`config.mk`:
```
export PLATFORM = sky130hd
export DESIGN_NAME = coproc_hv_timer
export DESIGN_NICKNAME = d
export VERILOG_FILES = /design/src/rtl/hv_timer_pkg.sv /design/src/rtl/hv_counter.sv /design/src/rtl/irq_match.sv /design/src/rtl/coproc_hv_timer.sv
export SDC_FILE = /design/constraint.sdc
export NUM_CORES = 1
export LEC_CHECK = 0
export BUFFER_PORTS_ARGS = -buffer_cell sky130_fd_sc_hd__buf_2
export CORE_MARGIN = 10
export CORE_UTILIZATION = 50
export CTS_CLUSTER_SIZE = 8
export DETAILED_ROUTE_END_ITERATION = 16
export HOLD_SLACK_MARGIN = 0.02
export PLACE_DENSITY = 0.78
export SYNTH_ARGS = -nofsm -noshare
export SYNTH_HDL_FRONTEND = slang
export SYNTH_SLANG_ARGS = --single-unit
```
`constraint.sdc`:
```
create_clock -name clk_i -period 3.4 [get_ports clk_i]
set_input_delay 0.17 -clock clk_i [delete_from_list [all_inputs] [get_ports clk_i]]
set_output_delay 0.17 -clock clk_i [all_outputs]
set_load 0.05 [all_outputs]
```
`src/rtl/hv_timer_pkg.sv`:
```
package hv_timer_pkg;
  localparam int unsigned H_W = 11;
  localparam int unsigned V_W = 9;
  localparam int unsigned CMP_W = 9;

  typedef enum logic [1:0] {
    SEL_OFF = 2'b00,
    SEL_H   = 2'b01,
    SEL_V   = 2'b10,
    SEL_HV  = 2'b11
  } irq_sel_e;
endpackage

```
`src/rtl/hv_counter.sv`:
```
module hv_counter #(
  parameter int unsigned H_W    = 11,
  parameter int unsigned V_W    = 9,
  parameter int unsigned H_STEP = 2,
  parameter int unsigned H_WRAP = 1364
) (
  input  logic           clk_i,
  input  logic           rst_ni,
  input  logic           tick_i,
  input  logic           linear_i,
  input  logic [V_W-1:0] lines_i,
  output logic [H_W-1:0] h_q,
  output logic [V_W-1:0] v_q,
  output logic [H_W-1:0] h_nxt,
  output logic [V_W-1:0] v_nxt
);
  localparam int unsigned SUM_W = H_W + 1;

  logic [SUM_W-1:0] h_sum;
  logic [V_W-1:0]   v_inc;
  logic             line_end;

  assign h_sum    = {1'b0, h_q} + SUM_W'(H_STEP);
  assign v_inc    = v_q + V_W'(1);
  assign line_end = h_sum >= SUM_W'(H_WRAP);

  always_comb begin
    h_nxt = h_q;
    v_nxt = v_q;
    if (tick_i) begin
      if (linear_i) begin
        h_nxt = h_sum[H_W-1:0];
        v_nxt = v_q + V_W'(h_sum[H_W]);
      end else if (line_end) begin
        h_nxt = '0;
        v_nxt = (v_inc >= lines_i) ? '0 : v_inc;
      end else begin
        h_nxt = h_sum[H_W-1:0];
      end
    end
  end

  always_ff @(posedge clk_i or negedge rst_ni) begin
    if (!rst_ni) begin
      h_q <= '0;
      v_q <= '0;
    end else begin
      h_q <= h_nxt;
      v_q <= v_nxt;
    end
  end

  assert_hold_R2: assert property (@(posedge clk_i) disable iff (!rst_ni)
    !tick_i |=> ($stable(h_q) && $stable(v_q)));

  assert_step_R2: assert property (@(posedge clk_i) disable iff (!rst_ni)
    (tick_i && !linear_i && ({1'b0, h_q} + SUM_W'(H_STEP) < SUM_W'(H_WRAP)))
      |=> (h_q == $past(h_q) + H_W'(H_STEP)));

  assert_line_wrap_R3: assert property (@(posedge clk_i) disable iff (!rst_ni)
    (tick_i && !linear_i && ({1'b0, h_q} + SUM_W'(H_STEP) >= SUM_W'(H_WRAP)))
      |=> (h_q == '0));

  assert_frame_wrap_R4: assert property (@(posedge clk_i) disable iff (!rst_ni)
    (tick_i && !linear_i && ({1'b0, h_q} + SUM_W'(H_STEP) >= SUM_W'(H_WRAP))
      && (v_q + V_W'(1) >= lines_i)) |=> (v_q == '0));

  assert_carry_R5: assert property (@(posedge clk_i) disable iff (!rst_ni)
    (tick_i && linear_i && (h_q == {H_W{1'b1}} - H_W'(H_STEP - 1)))
      |=> (h_q == '0 && v_q == $past(v_q) + V_W'(1)));
endmodule

```
`src/rtl/irq_match.sv`:
```
module irq_match
  import hv_timer_pkg::*;
#(
  parameter int unsigned H_W       = 11,
  parameter int unsigned V_W       = 9,
  parameter int unsigned CMP_W     = 9,
  parameter int unsigned DOT_SHIFT = 2
) (
  input  irq_sel_e         sel_i,
  input  logic [H_W-1:0]   h_i,
  input  logic [V_W-1:0]   v_i,
  input  logic [CMP_W-1:0] hcmp_i,
  input  logic [V_W-1:0]   vcmp_i,
  output logic             hit_o
);
  logic [H_W-1:0] h_target;
  logic           h_eq, v_eq, h_zero;

  assign h_target = H_W'(hcmp_i) << DOT_SHIFT;
  assign h_eq     = h_i == h_target;
  assign v_eq     = v_i == vcmp_i;
  assign h_zero   = h_i == '0;

  always_comb begin
    unique case (sel_i)
      SEL_OFF: hit_o = 1'b0;
      SEL_H:   hit_o = h_eq;
      SEL_V:   hit_o = v_eq && h_zero;
      SEL_HV:  hit_o = v_eq && h_eq;
      default: hit_o = 1'b0;
    endcase
  end
endmodule

```
`src/rtl/coproc_hv_timer.sv`:
```
module coproc_hv_timer
  import hv_timer_pkg::*;
#(
  parameter int unsigned H_STEP    = 2,
  parameter int unsigned H_WRAP    = 1364,
  parameter int unsigned DOT_SHIFT = 2
) (
  input  logic             clk_i,
  input  logic             rst_ni,
  input  logic             tick_i,
  input  logic             linear_i,
  input  logic             hen_i,
  input  logic             ven_i,
  input  logic [CMP_W-1:0] hcmp_i,
  input  logic [V_W-1:0]   vcmp_i,
  input  logic [V_W-1:0]   lines_i,
  output logic [H_W-1:0]   hpos_o,
  output logic [V_W-1:0]   vpos_o,
  output logic             irq_o
);
  logic [H_W-1:0] h_nxt;
  logic [V_W-1:0] v_nxt;
  logic           hit;
  logic           irq_q;
  irq_sel_e       sel;

  assign sel = irq_sel_e'({ven_i, hen_i});

  hv_counter #(
    .H_W(H_W), .V_W(V_W), .H_STEP(H_STEP), .H_WRAP(H_WRAP)
  ) u_cnt (
    .clk_i(clk_i), .rst_ni(rst_ni), .tick_i(tick_i), .linear_i(linear_i),
    .lines_i(lines_i), .h_q(hpos_o), .v_q(vpos_o), .h_nxt(h_nxt), .v_nxt(v_nxt)
  );

  irq_match #(
    .H_W(H_W), .V_W(V_W), .CMP_W(CMP_W), .DOT_SHIFT(DOT_SHIFT)
  ) u_match (
    .sel_i(sel), .h_i(h_nxt), .v_i(v_nxt), .hcmp_i(hcmp_i), .vcmp_i(vcmp_i),
    .hit_o(hit)
  );

  // match is judged on the post-advance counters, registered with them
  always_ff @(posedge clk_i or negedge rst_ni) begin
    if (!rst_ni) irq_q <= 1'b0;
    else         irq_q <= tick_i && hit;
  end
  assign irq_o = irq_q;

  assert_irq_needs_tick_R10: assert property (@(posedge clk_i) disable iff (!rst_ni)
    irq_o |-> $past(tick_i));

  assert_irq_off_R6: assert property (@(posedge clk_i) disable iff (!rst_ni)
    irq_o |-> $past(hen_i || ven_i));

  assert_v_only_R8: assert property (@(posedge clk_i) disable iff (!rst_ni)
    (irq_o && $past(ven_i && !hen_i)) |-> (hpos_o == '0 && vpos_o == $past(vcmp_i)));

  assert_hv_R9: assert property (@(posedge clk_i) disable iff (!rst_ni)
    (irq_o && $past(ven_i && hen_i))
      |-> (vpos_o == $past(vcmp_i) && hpos_o == (H_W'($past(hcmp_i)) << DOT_SHIFT)));

  always_ff @(posedge clk_i) begin
    if (!rst_ni) assert_reset_R1: assert (hpos_o == '0 && vpos_o == '0 && !irq_o);
  end
endmodule

```
# Word level (Yosys, flattened, before mapping)
# Cells that the tools add are included.
# totals
out_inout_bits,21
in_bits,33
ff_bits,21
# op_classes
order_cmp,2
addsub,3
n_eq_ne,5
muxes,8
reduce_logical,5
# op_table
operator,count
$mux W9,4
$mux W11,3
$add A11 B2 Y12 const B,1
$ge A12 B11 Y1 const B,1
$eq A11 B11 Y1,1
$logic_not A11 Y1,1
$add A9 B1 Y9,1
$add A9 B1 Y9 const B,1
$eq A9 B9 Y1,1
$ge A9 B9 Y1,1
$eq A2 B2 Y1 const B,2
$pmux W1 S4,1
$logic_and A1 B1 Y1,3
$eq A2 B1 Y1 const B,1
$logic_not A2 Y1,1

# Depth between registers and ports, before layout
# depth
ltp_word,10
mapped_depth,17

# Hierarchy
# Synthesis repeated with hierarchy kept, for this count alone.
# unflattened
hier_cells,273
hier_area_um2,2253.4
# modules_own_cells
module,seq_area_each_um2,cells_per_inst,instances,area_each_um2
hv_counter,500.5,240,1,1980.6
irq_match,0.0,31,1,241.5
coproc_hv_timer,25.0,2,1,31.3

# Worst setup path before layout
# Ideal clock, no wire load.
# synth_timing
path_kind,register to register
startpoint,reg u_cnt.h_q[1]
endpoint,reg irq_q (netlist: irq_o)
required_ns,3.335
synth_period_minus_slack_ns,3.798
setup_time_ns,0.065
path_stages_with_launch,18
arrival_ns,3.733
setup_slack_ns,-0.398
path_buffers,1
path_cell_list,dfrtp_1 ha_1 and3_1 buf_4 nand3_1 nor3_1 ha_1 ha_1 nand3_1 o21ai_0 nand2_1 a2bb2oi_1 o2111ai_1 a211o_1 a2111oi_2 o2111ai_1 o41ai_1 o211a_1
# synth_between
elab_chain_len,9
elab_cells_between_ends,16
# synth_rtl
item,line_no,source
from (decl),hv_counter.sv:12,"output logic [H_W-1:0] h_q,"
from (signal assigned),hv_counter.sv:48,h_q <= h_nxt;
$add A11 B2 Y12,hv_counter.sv:23,"assign h_sum = {1'b0, h_q} + SUM_W'(H_STEP);"
$ge A12 B11 Y1,hv_counter.sv:25,assign line_end = h_sum >= SUM_W'(H_WRAP);
$mux W11 / $mux W9 (equally long branches),hv_counter.sv:34,end else if (line_end) begin
$mux W11 / $mux W9 (equally long branches),hv_counter.sv:31,if (linear_i) begin
$mux W11 / $mux W9 (equally long branches),hv_counter.sv:30,if (tick_i) begin
"$eq A11 B11 Y1, or another cell as far along",irq_match.sv:20,assign h_eq = h_i == h_target;
$logic_and A1 B1 Y1 (on tied branches),"irq_match.sv:29, irq_match.sv:28",
$pmux W1 S4 *,irq_match.sv:25,unique case (sel_i)
$logic_and A1 B1 Y1 *,coproc_hv_timer.sv:46,else irq_q <= tick_i && hit;
to (signal assigned),coproc_hv_timer.sv:46,
to (decl),coproc_hv_timer.sv:24,logic irq_q;
# Every way passes the cells marked *; elsewhere a longest branch is shown, timed or not.

# Worst setup path in the final report
# layout_timing
startpoint,reg u_cnt.v_q[3]
endpoint,reg irq_q (netlist: irq_o)
# layout_between
elab_chain_len,10
elab_cells_between_ends,12
# layout_rtl
item,line_no,source
from (decl),hv_counter.sv:13,"output logic [V_W-1:0] v_q,"
from (signal assigned),hv_counter.sv:49,v_q <= v_nxt;
$add A9 B1 Y9,hv_counter.sv:24,assign v_inc = v_q + V_W'(1);
$ge A9 B9 Y1,hv_counter.sv:36,v_nxt = (v_inc >= lines_i) ? '0 : v_inc;
$mux W9,hv_counter.sv:36,
$mux W9,hv_counter.sv:34,
$mux W9 *,hv_counter.sv:31,
$mux W9 *,hv_counter.sv:30,
net u_cnt.v_nxt[5],hv_counter.sv:15,output logic [V_W-1:0] v_nxt
$eq A9 B9 Y1 *,irq_match.sv:21,assign v_eq = v_i == vcmp_i;
$logic_and A1 B1 Y1 (on tied branches),"irq_match.sv:29, irq_match.sv:28",
$pmux W1 S4 *,irq_match.sv:25,
$logic_and A1 B1 Y1 *,coproc_hv_timer.sv:46,
# The timed path passes the listed nets; every way through them passes the cells marked *.

==> results.cfg <==
[cts]
clockRootBuffer = clkbuf_8
cts_max_level = 1
worst_setup_hold_path_clk_slew_ns = 0.09
cts_tree = yes
cts_sinks = 21
clk_latency_ns = 0.27
clockBufferDepth = 2
numCtsBuffers = 3

[drt]
vias = 2927
finalWirelength_um = 9285
wl_per_cell_um = 21.01
avgViaCountPerCell = 6.622
drt_iter0_markers = 477
first_pass_iters = 8
ant_nets = 0
drc = 0

[floorplanning]
initial_core_util = 0.5252
io_pins = 54
core-area_um2 = 4414
die_y_um = 88.10
die_area_um2 = 7761
die_width_um = 88.10
placementRows = 24

[synth]
synth.top_cell.area_share = 0.2267
synth_area_leader_cell = dfrtp_1
ys_ff_latch = 21
ys_seq_area_frac = 0.2267
synth.area.top_cells = dfrtp_1 (23%), xnor2_1 (9.1%), ha_1 (7.0%)
synth_ff_type = dfrtp_1
synth_edf_count = 0
synth.distinct_cells = 58
syn_area_um2 = 2318
synth-warning-count = 0
synthCells = 293
synth.net_count = 339
syn_avg_cell_area_um2 = 7.913
synthArstFlopShare = 1.000

[power_and_ir_drop]
power.density_nw_per_um2 = 627.5
power.leakage_nw = 1.446
p_int_mw = 0.9734
max-vdd-ir-drop_mv = 0.3428
switching_share = 0.5284
combPwrFrac = 0.713
seqPwrFrac = 0.200
clkPwrFrac = 0.087
p_sw_mw = 1.091

[timing]
slew_headroom = 0.6294
slew_violations = 0
fmax_ghz = 0.2805
finalClockSkew_ns = 0.001672
worst_slew_pin_slew_ns = 0.5489
holdWs_ns = 0.2303
setup_viol = 1
setup_slack_ns = -0.1647
timing.final.hold_violations = 0
period_share = 1.048
fin_crit_ns = 3.565
rsz0062_at_grt = true

[run_status]
violations = setup timing
status = finished with violations

[global_route]
grt_use_total = 0.1968
grt_max_degree = 25
antenna_found_initial = 0
grt-ovfl-total = 0
first_global_vias = 2538
grt_pass1_wl_um = 12500

[finish]
layout-drive-gt1-share = 0.4231
area_delta_synth_final_pct = 41.88
fillCellCount = 294
fin_util = 0.7452
num_antenna_cells = 0
nNetsFinal = 437

[placement]
gp_congestion = 0.9755
port_buffers = 53
hpwl_um = 5955

[worst_hold_path]
hp-class = in -> reg

[run]
drv_cap = 0

[worst_setup_path]
path_max_fanout = 4
arrival_ns = 3.78
worstSetupEndpointType = register
path_class = reg -> reg
critPathLaunchType = register
worstPathRequired_ns = 3.61
## worst paths after layout
check                                        from                endpoint  slack, ns  depth (start not counted)
max                        u_cnt.v_q[3]$_DFF_PN0_         irq_o$_DFF_PN0_      -0.16                         16
min                                         ven_i         irq_o$_DFF_PN0_       0.23                          3
max reg2reg                u_cnt.v_q[3]$_DFF_PN0_         irq_o$_DFF_PN0_      -0.16                         16
min reg2reg                u_cnt.h_q[0]$_DFF_PN0_  u_cnt.h_q[0]$_DFF_PN0_       0.57                          1
max in group asynchronous                  rst_ni  u_cnt.v_q[7]$_DFF_PN0_       2.61                          2
min in group asynchronous                  rst_ni  u_cnt.v_q[4]$_DFF_PN0_       0.40                          2
## power groups by stage
| stage | Combinational, mW | Clock [mW] | Sequential [mW] |
|---|---|---|---|
| floorplan | 0.647 | 0 | 0.618 |
| global placement | 1.18 | 0 | 0.410 |
| detailed placement | 1.20 | 0 | 0.413 |
| CTS | 1.27 | 0.174 | 0.405 |
| global route | 1.56 | 0.187 | 0.416 |
| finish | 1.47 | 0.180 | 0.412 |
## metal layers
| layer | global-route usage | routed length, um | vias to the layer above |
|---|---|---|---|
| li1 | - | - | 1267 |
| met1 | 0.2688 | 3520 | 1337 |
| met2 | 0.3056 | 4222 | 253 |
| met3 | 0.03435 | 1097 | 70 |
| met4 | 0.06419 | 444 | 0 |
| met5 | 0 | 0 | - |
## cells by family after synthesis
family | count (synthesis) | synth area share
compound gates | 68 | 0.2218
mux | 7 | 0.03184
fa+ha+maj | 13 | 0.07016
flops | 21 | 0.2267
simple gates | 118 | 0.2715
xor+xnor | 30 | 0.1133
buf+inv | 36 | 0.06476
## cells in the mapped netlist (2+ instances only)
master and instances:
nor2b_1 5, o2111ai_1 2, or4_1 3, nor4b_1 2, o21ai_0 10, nor4_1 3, clkbuf_1 8, o21a_1 3
nand3_1 17, a211o_1 4, o41ai_1 2, o31a_1 2, nor3b_1 3, nor3_1 8, inv_1 21, mux2i_1 4
buf_4 3, mux2_2 3, a31oi_1 4, xor2_1 6, a221o_1 2, a211oi_1 3, a21oi_1 9, nand2b_1 6
nand4_1 6, buf_2 3, a311o_1 2, a41oi_1 3, dfrtp_1 21, and3_1 6, nand2_1 24, ha_1 13
xnor2_1 24, nor2_1 27, o22ai_1 8
## state kept, by name, indices dropped and copies added, names as in the netlist
register and cells:
u_cnt.v_q 9, irq_o 1, u_cnt.h_q 11
## metrics by stage
stage	worst slack [ns]	power [mW]	setup TNS [ns]	instances	cell area [um^2]
detailed placement	-0.1574	1.614	-0.1574	416	2880
global placement	-0.1308	1.591	-0.1308	416	2880
CTS	0.001416	1.852	0	430	3042
floorplan	-0.01317	1.265	-0.01317	293	2396
global route	-0.2403	2.160	-0.2403	442	3289
finish	-0.1647	2.064	-0.1647	442	3289
## placed cells by master (no fill, tap or decap), drive strengths merged, types with 9 or more instances in the layout
| master | count |
|---|---|
| inv | 21 |
| a21oi | 9 |
| o21ai | 11 |
| nor2 | 27 |
| nand3 | 17 |
| nand2 | 24 |
| xnor2 | 24 |
| ha | 13 |
| dfrtp | 21 |
| buf | 107 |
| nor3 | 9 |
## final cells by class
class / instances / area [um^2] / area share
Inverter: 21 / 78.83 / 0.02396
Sequential cell: 21 / 540.5 / 0.1643
Multi-Input combinational cell: 236 / 1871 / 0.5687
Tap cell: 52 / 65.06 / 0.01978
Clock buffer: 3 / 41.29 / 0.01255
Timing Repair Buffer: 108 / 688.2 / 0.2092
Clock inverter: 1 / 5.005 / 0.001521
## what timing repair did
item                                    in CTS  in global routing
hold endpoints to repair                    21                  0
endpoints found under the setup margin       1                  1
pin swaps                                   16                 29
gates resized for setup                      9                 30
cloned                                       0                  0
buffers inserted                             9                 12
hold buffers                                 1                  0
## worst max-delay path, stage by stage, from the launching register on
cell and delay (ns):
dfrtp_2 0.42, nand4_1 0.20, nor3_2 0.35, xnor2_2 0.19
inv_2 0.08, ha_4 0.26, o21ai_2 0.05, a21oi_1 0.14
a311o_1 0.26, nor2_2 0.08, buf_6 0.15, and3_1 0.17
a211o_1 0.26, xnor2_1 0.18, nand2_1 0.14, o41ai_2 0.37
o211a_1 0.19
(Power assumes the default switching activity.)
